[src/rtl/rxd_pkg.sv]
package rxd_pkg;

    // descriptor geometry
    localparam int DESC_SHIFT = 4;

    // word 0 field positions
    localparam int OWN_BIT  = 31;
    localparam int EOR_BIT  = 30;
    localparam int SERR_BIT = 21;
    localparam int LERR_BIT = 20;

    // word selectors inside a descriptor
    localparam logic [1:0] W_CMD = 2'd0;
    localparam logic [1:0] W_LO  = 2'd2;
    localparam logic [1:0] W_HI  = 2'd3;

    typedef enum logic [2:0] {
        ST_IDLE,
        ST_RD_CMD,
        ST_RD_LO,
        ST_RD_HI,
        ST_READY,
        ST_XFER,
        ST_WB
    } rxd_state_e;

endpackage

[src/rtl/rxd_index_ctr.sv]
module rxd_index_ctr #(
    parameter int IDX_W = 10
) (
    input  logic             clk,
    input  logic             rst_n,
    input  logic             adv,
    input  logic             wrap,
    output logic [IDX_W-1:0] idx
);

    logic [IDX_W-1:0] idx_d, idx_q;

    always_comb begin
        idx_d = idx_q;
        if (adv) begin
            if (wrap) idx_d = '0;
            else      idx_d = idx_q + 1'b1;
        end
    end

    always_ff @(posedge clk or negedge rst_n) begin
        if (!rst_n) idx_q <= '0;
        else        idx_q <= idx_d;
    end

    assign idx = idx_q;

endmodule

[src/rtl/rxd_addr_gen.sv]
module rxd_addr_gen
    import rxd_pkg::*;
#(
    parameter int ADDR_W = 64,
    parameter int IDX_W  = 10
) (
    input  logic [ADDR_W-1:0] base,
    input  logic [IDX_W-1:0]  idx,
    input  logic [1:0]        word,
    output logic [ADDR_W-1:0] addr
);

    localparam int PAD_IDX  = ADDR_W - IDX_W - DESC_SHIFT;
    localparam int PAD_WORD = ADDR_W - 4;

    logic [ADDR_W-1:0] base_al;
    logic [ADDR_W-1:0] desc_off;
    logic [ADDR_W-1:0] word_off;

    always_comb begin
        base_al  = {base[ADDR_W-1:8], 8'h00};
        desc_off = {{PAD_IDX{1'b0}}, idx, {DESC_SHIFT{1'b0}}};
        word_off = {{PAD_WORD{1'b0}}, word, 2'b00};
        addr     = base_al + desc_off + word_off;
    end

endmodule

[src/rtl/rxd_len_check.sv]
module rxd_len_check #(
    parameter int LEN_W    = 14,
    parameter int LONG_LEN = 8192
) (
    input  logic [LEN_W-1:0] frm_len,
    input  logic [LEN_W-1:0] max_len,
    input  logic [LEN_W-1:0] buf_len,
    output logic             size_err,
    output logic             long_err
);

    localparam logic [LEN_W-1:0] LONG_L = LEN_W'(LONG_LEN);

    logic over_max;
    logic over_buf;
    logic no_max;

    always_comb begin
        no_max   = (max_len == '0);
        over_max = (frm_len > max_len);
        over_buf = (frm_len > buf_len);
        size_err = no_max | over_max | over_buf;
        long_err = (frm_len >= LONG_L);
    end

endmodule

[src/rtl/rxd_ring_engine.sv]
module rxd_ring_engine
    import rxd_pkg::*;
#(
    parameter int ADDR_W   = 64,
    parameter int MAX_DESC = 1024,
    parameter int LEN_W    = 14,
    parameter int LONG_LEN = 8192
) (
    input  logic              clk,
    input  logic              rst_n,
    input  logic              rx_en,
    input  logic              restart,
    input  logic [ADDR_W-1:0] ring_base,
    input  logic [LEN_W-1:0]  max_len,
    output logic              mem_req,
    output logic              mem_we,
    output logic [ADDR_W-1:0] mem_addr,
    output logic [31:0]       mem_wdata,
    input  logic              mem_ack,
    input  logic [31:0]       mem_rdata,
    input  logic              frm_valid,
    input  logic [LEN_W-1:0]  frm_len,
    output logic              frm_ready,
    output logic              dma_start,
    output logic [ADDR_W-1:0] dma_addr,
    output logic [LEN_W-1:0]  dma_len,
    input  logic              dma_done,
    output logic              rdu_irq
);

    localparam int IDX_W = $clog2(MAX_DESC);

    typedef struct packed {
        rxd_state_e       st;
        logic             halted;
        logic             eor;
        logic [LEN_W-1:0] blen;
        logic [31:0]      blo;
        logic [31:0]      bhi;
        logic [LEN_W-1:0] flen;
        logic             serr;
        logic             lerr;
        logic             dma_go;
        logic             irq;
    } rxd_regs_t;

    rxd_regs_t r_d, r_q;

    logic [IDX_W-1:0] idx;
    logic             adv;
    logic [1:0]       word_sel;
    logic             chk_serr;
    logic             chk_lerr;

    rxd_index_ctr #(.IDX_W(IDX_W)) u_idx (
        .clk   (clk),
        .rst_n (rst_n),
        .adv   (adv),
        .wrap  (r_q.eor),
        .idx   (idx)
    );

    rxd_addr_gen #(.ADDR_W(ADDR_W), .IDX_W(IDX_W)) u_addr (
        .base (ring_base),
        .idx  (idx),
        .word (word_sel),
        .addr (mem_addr)
    );

    rxd_len_check #(.LEN_W(LEN_W), .LONG_LEN(LONG_LEN)) u_len (
        .frm_len  (frm_len),
        .max_len  (max_len),
        .buf_len  (r_q.blen),
        .size_err (chk_serr),
        .long_err (chk_lerr)
    );

    always_comb begin
        r_d        = r_q;
        r_d.dma_go = 1'b0;
        r_d.irq    = 1'b0;
        adv        = 1'b0;
        mem_req    = 1'b0;
        mem_we     = 1'b0;
        word_sel   = W_CMD;
        mem_wdata  = '0;
        frm_ready  = 1'b0;

        if (restart || !rx_en) r_d.halted = 1'b0;

        case (r_q.st)
            ST_IDLE: begin
                if (rx_en && !r_q.halted) r_d.st = ST_RD_CMD;
            end
            ST_RD_CMD: begin
                mem_req  = 1'b1;
                word_sel = W_CMD;
                if (mem_ack) begin
                    if (mem_rdata[OWN_BIT]) begin
                        r_d.eor  = mem_rdata[EOR_BIT];
                        r_d.blen = mem_rdata[LEN_W-1:0];
                        r_d.st   = ST_RD_LO;
                    end else begin
                        r_d.irq    = 1'b1;
                        r_d.halted = 1'b1;
                        r_d.st     = ST_IDLE;
                    end
                end
            end
            ST_RD_LO: begin
                mem_req  = 1'b1;
                word_sel = W_LO;
                if (mem_ack) begin
                    r_d.blo = mem_rdata;
                    r_d.st  = ST_RD_HI;
                end
            end
            ST_RD_HI: begin
                mem_req  = 1'b1;
                word_sel = W_HI;
                if (mem_ack) begin
                    r_d.bhi = mem_rdata;
                    r_d.st  = ST_READY;
                end
            end
            ST_READY: begin
                frm_ready = rx_en;
                if (!rx_en) begin
                    r_d.st = ST_IDLE;
                end else if (frm_valid) begin
                    r_d.flen = frm_len;
                    r_d.serr = chk_serr;
                    r_d.lerr = chk_lerr;
                    if (chk_serr) begin
                        r_d.st = ST_WB;
                    end else begin
                        r_d.dma_go = 1'b1;
                        r_d.st     = ST_XFER;
                    end
                end
            end
            ST_XFER: begin
                if (dma_done) r_d.st = ST_WB;
            end
            ST_WB: begin
                mem_req                  = 1'b1;
                mem_we                   = 1'b1;
                word_sel                 = W_CMD;
                mem_wdata[EOR_BIT]       = r_q.eor;
                mem_wdata[SERR_BIT]      = r_q.serr;
                mem_wdata[LERR_BIT]      = r_q.lerr;
                mem_wdata[LEN_W-1:0]     = r_q.flen;
                if (mem_ack) begin
                    adv    = 1'b1;
                    r_d.st = ST_IDLE;
                end
            end
            default: r_d.st = ST_IDLE;
        endcase
    end

    always_ff @(posedge clk or negedge rst_n) begin
        if (!rst_n) begin
            r_q <= '{st: ST_IDLE, default: '0};
        end else begin
            r_q <= r_d;
        end
    end

    assign dma_start = r_q.dma_go;
    assign dma_addr  = ADDR_W'({r_q.bhi, r_q.blo});
    assign dma_len   = r_q.flen;
    assign rdu_irq   = r_q.irq;


    mem_hold_chk: assert property (@(posedge clk) disable iff (!rst_n)
        mem_req && !mem_ack |=> mem_req && $stable(mem_addr) && $stable(mem_we) && $stable(mem_wdata));


    word_skip_chk: assert property (@(posedge clk) disable iff (!rst_n)
        mem_req && !mem_we |-> mem_addr[3:2] != 2'b01 && mem_addr[1:0] == 2'b00);


    wb_own_clear_chk: assert property (@(posedge clk) disable iff (!rst_n)
        mem_req && mem_we |-> !mem_wdata[OWN_BIT] && mem_addr[3:0] == 4'h0);


    rdu_halt_chk: assert property (@(posedge clk) disable iff (!rst_n)
        rdu_irq |=> !mem_req && !frm_ready && !rdu_irq);


    dma_len_chk: assert property (@(posedge clk) disable iff (!rst_n)
        dma_start |-> dma_len <= max_len && max_len != '0);


    dma_pulse_chk: assert property (@(posedge clk) disable iff (!rst_n)
        dma_start |=> !dma_start && !mem_req);

endmodule

[config.mk]
export PLATFORM = sky130hd
export DESIGN_NAME = rxd_ring_engine
export DESIGN_NICKNAME = d
export VERILOG_FILES = /design/src/rtl/rxd_pkg.sv /design/src/rtl/rxd_index_ctr.sv /design/src/rtl/rxd_addr_gen.sv /design/src/rtl/rxd_len_check.sv /design/src/rtl/rxd_ring_engine.sv
export SDC_FILE = /design/constraint.sdc
export NUM_CORES = 1
export LEC_CHECK = 0
export ABC_AREA = 1
export BUFFER_PORTS_ARGS = -buffer_cell sky130_fd_sc_hd__buf_2
export CELL_PAD_IN_SITES_DETAIL_PLACEMENT = 1
export CELL_PAD_IN_SITES_GLOBAL_PLACEMENT = 2
export CORE_MARGIN = 8
export CORE_UTILIZATION = 27
export CTS_BUF_LIST = sky130_fd_sc_hd__clkbuf_8 sky130_fd_sc_hd__clkbuf_16
export CTS_CLUSTER_SIZE = 28
export DETAILED_ROUTE_END_ITERATION = 10
export PLACE_DENSITY = 0.89
export SLEW_MARGIN = 25
export SYNTH_ARGS = -nofsm -noshare
export SYNTH_HDL_FRONTEND = slang
export SYNTH_SLANG_ARGS = --single-unit
[constraint.sdc]
create_clock -name clk -period 2.9 [get_ports clk]
set_input_delay 0.29 -clock clk [delete_from_list [all_inputs] [get_ports clk]]
set_output_delay 0.29 -clock clk [all_outputs]
set_load 0.02 [all_outputs]
==> results of run 1 <==
[area by class of cell]
| cell class | count | share of cell area |
|---|---|---|
| inverter | 167 | 0.0643 |
| tap | 384 | 0.0493 |
| clock buffer | 10 | 0.0245 |
| multi-input combinational | 691 | 0.404 |
| clock inverter | 6 | 0.00514 |
| antenna | 1 | 0.000257 |
| timing repair buffer | 307 | 0.167 |
| sequential | 111 | 0.285 |
[registers in the layout, summed over array words and instances (netlist names)]
register,count
dma_addr,64
r_q,21
u_idx.idx,10
rdu_irq,1
dma_start,1
dma_len,14
[metal layers]
layer,vias to the layer above,track usage
met5,-,0
met4,12,0.0373
met3,40,0.0591
met2,233,0.282
met1,3527,0.181
li1,3681,-
[metrics by stage]
stage / power [mW] / setup TNS (ns) / setup slack [ns]
global route: 8.03 / -0.405 / -0.0843
finish: 7.39 / 0 / 0.0422
detailed placement: 6.13 / 0 / 0.0668
global placement: 6.00 / 0 / 0.168
CTS: 7.48 / 0 / 0.00177
floorplan: 5.49 / 0 / 0.452
[repair_timing]
action / 4_1_cts / 5_1_grt
pin swaps: 2 / 9
setup endpoints to repair: 18 / 22
setup buffers: 5 / 10
hold buffers: 1 / 0
gates cloned: 0 / 0
endpoints found under the hold margin: 32 / 0
resized for setup: 17 / 22
[report_power, final]
part           internal (mW)  switching [mW]  total (mW)
Combinational           1.16            2.36        3.52
Sequential              2.24           0.377        2.61
Clock                  0.623           0.626        1.25
[worst max-delay path, cell delays in order (launching register included)]
cell and delay (ns):
dfrtp_1 0.36, ha_2 0.19, inv_2 0.04, fa_2 0.40, inv_2 0.08, nand3_2 0.06
nand2_2 0.11, a21oi_4 0.10, nor2_4 0.14, nand3_4 0.12, nor2_4 0.17, buf_6 0.12
xor2_1 0.15, buf_4 0.16
[synth_stat cells (2+ instances only)]
| library cell | count |
|---|---|
| inv_2 | 11 |
| nand3_2 | 2 |
| nor2_2 | 7 |
| dfrtp_1 | 111 |
| inv_1 | 155 |
| nor3_2 | 9 |
| nand2_4 | 3 |
| o21ai_0 | 91 |
| ha_1 | 35 |
| buf_2 | 5 |
| nor4_2 | 2 |
| o21ai_1 | 9 |
| nor2_4 | 2 |
| o21ai_2 | 2 |
| nor3_4 | 2 |
| nand2_2 | 6 |
| xor2_1 | 34 |
| nor2_1 | 80 |
| nand3_1 | 42 |
| nor3b_1 | 3 |
| nand3b_1 | 2 |
| nand2_1 | 239 |
| nor4_1 | 6 |
| buf_4 | 99 |
| nand4_1 | 22 |
| xnor2_1 | 19 |
| a21oi_1 | 18 |
| clkbuf_1 | 15 |
| nor3_1 | 27 |
[worst min-delay path by stage]
stage | slack (ns) | startpoint | to
after floorplan | -0.006 | rst_n | dma_addr[0]
after global placement | 0.27 | rst_n | dma_len[10]
after detailed placement | 0.28 | rst_n | dma_len[10]
after CTS | 0.1 | restart | r_q[97]
after global routing | 0.12 | restart | r_q[97]
final | 0.13 | restart | r_q[97]
[cell families after synthesis]
family                     Yosys count
AOI/OAI and AO/OA                  127
xor gates and xnor gates            53
adders and majority gates           36
buffers and inverters              286
DFF                                111
other                                1
and+or+nand+nor                    458
==> impl_metrics.yaml, run 1 <==
yosys:
  yosys_register_bits: 111
  yosysWarnings: 0
  synthMuxAreaShare: 0
  post_synth_fa_ha_maj_area_fraction: 0.0577
  synth_top_family_by_area: "simple AND/OR/NAND/NOR gates"
  yosys.area_share.xor_xnor: 0.0585
  ys_types: 43
  synth_area_per_cell_um2: 7.40
  yosys-top-cells-area: "dfrtp_1 35%, nand2_1 11%, buf_4 9.4%"
  postSynthCellCount: 1072
  synth_edf_count: 0
  ys_seq_area_frac: 0.350
  yosys_most_used_dff: "dfrtp_1"
  synthSimpleGateAreaFrac: 0.266
  synthArstFlopShare: 1.00
  synth_area_leader_cell: "dfrtp_1"
  synth_compound_gate_area_share: 0.0842
  mappedNetlistArea_um2: 7940
  synth_top_area_frac: 0.350
critical_path:
  crit_required_ns: 2.61
  critPathKind: "reg2out"
  reg2reg_from: "r_q[98]"
  r2r_setup_slack_ns: 1.05
  cp-endpoint: "mem_addr[32]"
  crit_path_start: "u_idx.idx[4]"
  endpoint_kind: "output port"
  cp-start-kind: "register"
  reg2reg_depth: 12
  worstPathMaxFanout: 4
  r2r-end: "u_idx.idx[7]"
  cp_data_arrival_time_ns: 2.57
timing:
  clock.fmax_mhz: 350
  holdWs_ns: 0.127
  setup_viol: 0
  rsz0062_at_grt: "true"
  hold_viol_final: 0
  layout_min_cycle_time_ns: 2.86
  fin_skew_ns: 0.00865
  final.period_utilization: 0.985
  relSlewSlack: 0.580
  worst_pin_slew_ns: 0.630
  slew_viol_final: 0
floorplan:
  die-width_um: 187
  fp-row-count: 62
  initial_core_util: 0.275
  core_um2: 28900
  die_area_um2: 35100
  boundaryPins: 310
  die_h_um: 187
layout:
  fin_util: 0.338
  area_growth_pct: 22.7
  ff_latch_area_um2: 2780
  fillers: 3716
  final_area_um2: 9740
  finalNonFillerCells: 1677
  layout-drive-gt1-share: 0.305
  multi_input_area_um2: 3930
  final_common_cell: "buf_2"
  mostFrequentLayoutCells: "277 x buf_2, 233 x nand2_1, 153 x inv_1"
  final_nets: 1454
drt:
  vias_per_cell: 4.47
  post-route-drc-count: 0
  first_pass_iters: 4
  wl_met3_um: 2340
  highest_layer: "met5"
  wl_per_cell_um: 17.1
  totalWireLength_um: 28700
  vias: 7493
  wl_met1_um: 11700
  drtIter0Drc: 291
  antenna_left: 0
  dr_wl_met2_um: 14000
cts:
  clk_latency_ns: 0.35
  path_clk_slew_ns: 0.08
  cts-htree-levels: 3
  root_buffer: "clkbuf_16"
  cts_max_path_buffers: 2
  numCtsBuffers: 9
  cts_tree: "built"
  clock_sinks: 111
power:
  total_leakage_power_nw: 5.21
  p_per_area_nw_per_um2: 758
  peakVddDrop_uv: 432
global_routing:
  overflow: 0
  grt_first_pass_wirelength_um: 45400
  grt_pass1_vias: 8179
  grt.total_usage: 0.160
  grt_max_degree: 80
  antenna_found_initial: 6
flow_run:
  maxCapViolCount: 0
worst_hold_path:
  hold_depth: 2
  worst_hold_path_type: "in2reg"
placement:
  gp_congestion: 0.928
  port_buffers: 284
  dpl.hpwl_um: 23800
  placed_cell_area_um2: 9160
  dp_cells: 1644
run_status:
  status: "finished clean"
Note: power is estimated with default switching activity, not from simulation.
==> inputs of run 2 (changes only) <==
--- a/config.mk
+++ b/config.mk
@@ -14,7 +14,9 @@
 export CTS_BUF_LIST = sky130_fd_sc_hd__clkbuf_8 sky130_fd_sc_hd__clkbuf_16
 export CTS_CLUSTER_SIZE = 28
 export DETAILED_ROUTE_END_ITERATION = 10
+export GPL_TIMING_DRIVEN = 0
 export PLACE_DENSITY = 0.89
+export RECOVER_POWER = 25
 export SLEW_MARGIN = 25
 export SYNTH_ARGS = -nofsm -noshare
 export SYNTH_HDL_FRONTEND = slang
==> run 2 against run 1 <==
  * The flow now finishes with violations (capacitance limit, slew limit)
  * Setup slack improved by 0.057 ns
  * Die area did not move
  * Cell area grew 8.4%
  * Wire length rose by 6.7%
  * Clock power grew 6%
  * Utilization is 2.8 points higher
  * Flip-flop and latch count unchanged
  * Non-clock buffer count increased by 114
  * Clock-buffer cell count fell by 1
  * Combinational power grew 22%
  * Clock skew up 0.0078 ns
  * Critical endpoint is now mem_addr[60]
==> impl_metrics.yaml, run 2 (synthesized netlist as in run 1, its figures left out) <==
run_status:
  status: "complete, but fails checks"
  violations: "capacitance limit, slew limit"
placement:
  gp_congestion: 0.892
  dp_slack_ns: -0.0944
  dpl.hpwl_um: 25600
  port_buffers: 284
  dp_cells: 1757
cts:
  cts-htree-levels: 3
  cts_tree: "built"
  root_buffer: "clkbuf_16"
  clk_latency_ns: 0.36
  path_clk_slew_ns: 0.09
  cts_max_path_buffers: 2
  numCtsBuffers: 9
  clock_sinks: 111
floorplan:
  die_h_um: 187
  core_um2: 28900
  fp-row-count: 62
  die_area_um2: 35100
  boundaryPins: 310
  initial_core_util: 0.275
  die-width_um: 187
power:
  p_per_area_nw_per_um2: 782
  power_mw: 8.25
  peakVddDrop_uv: 469
  total_leakage_power_nw: 5.75
layout:
  area_growth_pct: 33.0
  largest_register_ffs: 64
  finalNonFillerCells: 1793
  final_nets: 1568
  ff_latch_area_um2: 2780
  multi_input_area_um2: 3930
  layout-drive-gt1-share: 0.351
  final_common_cell: "buf_2"
  fillers: 3718
  mostFrequentLayoutCells: "280 x buf_2, 234 x nand2_1, 152 x inv_1"
critical_path:
  crit_slowest_cell: "dfrtp_1"
  crit_required_ns: 2.61
  cp_data_arrival_time_ns: 2.51
  cp_slowest_stage_delay_ns: 0.36
  cp-start-kind: "register"
  worstPathMaxFanout: 2
  endpoint_kind: "output port"
  critPathKind: "reg2out"
  path_cells: "ha_2, inv_2, fa_2, inv_2, nand3_2, nand2_2, buf_4, nand4_1, nand2_2, nand4_1, xnor2_1, buf_4"
timing:
  final.period_utilization: 0.966
  slew_viol_final: 32
  setup_viol: 0
  worst_pin_slew_ns: 2.11
  relSlewSlack: -0.408
  rsz0062_at_grt: "true"
  layout_min_cycle_time_ns: 2.80
  holdWs_ns: 0.123
  hold_viol_final: 0
  worst_slack_ns: 0.0996
  clock.fmax_mhz: 357
  fin_skew_ns: 0.0165
drt:
  drtIter0Drc: 346
  antenna_left: 0
  totalWireLength_um: 30600
  first_pass_iters: 4
  vias: 8031
  post-route-drc-count: 0
  wl_per_cell_um: 17.1
  vias_per_cell: 4.48
global_routing:
  overflow: 0
  antenna_found_initial: 8
  grt_max_degree: 81
  grt_pass1_vias: 8816
  grt_util_met3: 0.0535
  top_usage_layer: "met2"
  grt_first_pass_wirelength_um: 48400
  grt.total_usage: 0.171
  grt_use_met2: 0.298
  use_met1: 0.197
worst_hold_path:
  worst_hold_path_type: "in2reg"
flow_run:
  maxCapViolCount: 1
## run 2: path summary, 6_finish.rpt
| kind | slack, ns | startpoint | end | cells after the start |
|---|---|---|---|---|
| worst max-delay path | 0.1 | u_idx.idx[4] | mem_addr[60] | 12 |
| worst min-delay path | 0.12 | restart | r_q[97] | 2 |
| worst max register to register | 1.01 | r_q[99] | dma_addr[27] | 8 |
| worst min register to register | 0.47 | r_q[96] | u_idx.idx[8] | 1 |
| max in group asynchronous | 0.44 | rst_n | u_idx.idx[8] | 2 |
| min in group asynchronous | 1.08 | rst_n | dma_len[10] | 2 |
## run 2: what timing repair did
action                     4_1_cts  5_1_grt
buffers inserted                 7        9
setup endpoints to repair       24       17
hold endpoints to repair        31        0
pin swaps                        4        4
gates cloned                     0        0
gates resized for setup         24       19
hold buffers                     1        0
## run 2: critical path, delay by kind of cell (launching register included)
family                   cells  cell delay (ns)
adder cells (fa/ha/maj)      2             0.54
buffers and inverters        4             0.43
AND/OR/NAND/NOR              5             0.60
XOR/XNOR                     1             0.22
flip-flops                   1             0.36
## run 2: cell type report
| cell class | count | share of cell area |
|---|---|---|
| multi-input cells | 691 | 0.372 |
| flip-flops and latches | 111 | 0.263 |
| repair buffers | 302 | 0.152 |
| plain buffers | 119 | 0.0781 |
| inverters | 167 | 0.0594 |
| well taps | 384 | 0.0455 |
| clock buffers | 9 | 0.0213 |
| clock inverters | 7 | 0.00794 |
| diodes | 3 | 0.000711 |
## run 2: routing by layer
metal / vias to the layer above / part of all wire
li1: 3924 / -
met1: 3802 / 0.42
met2: 245 / 0.48
met3: 46 / 0.072
met4: 14 / 0.024
met5: - / 0.0026
## run 2: power breakdown
part           internal (mW)  total (mW)  switching [mW]
Clock                  0.622        1.32           0.696
Sequential              2.24        2.65           0.415
Combinational           1.77        4.28            2.51
## run 2: through the flow
stage | utilization | area [µm²] | TNS, ns
finish | 0.366 | 10600 | 0
global route | 0.366 | 10600 | -0.204
CTS | 0.361 | 10400 | 0
detailed placement | 0.344 | 9940 | -0.0944
global placement | 0.343 | 9900 | -0.0801
floorplan | - | 8000 | 0
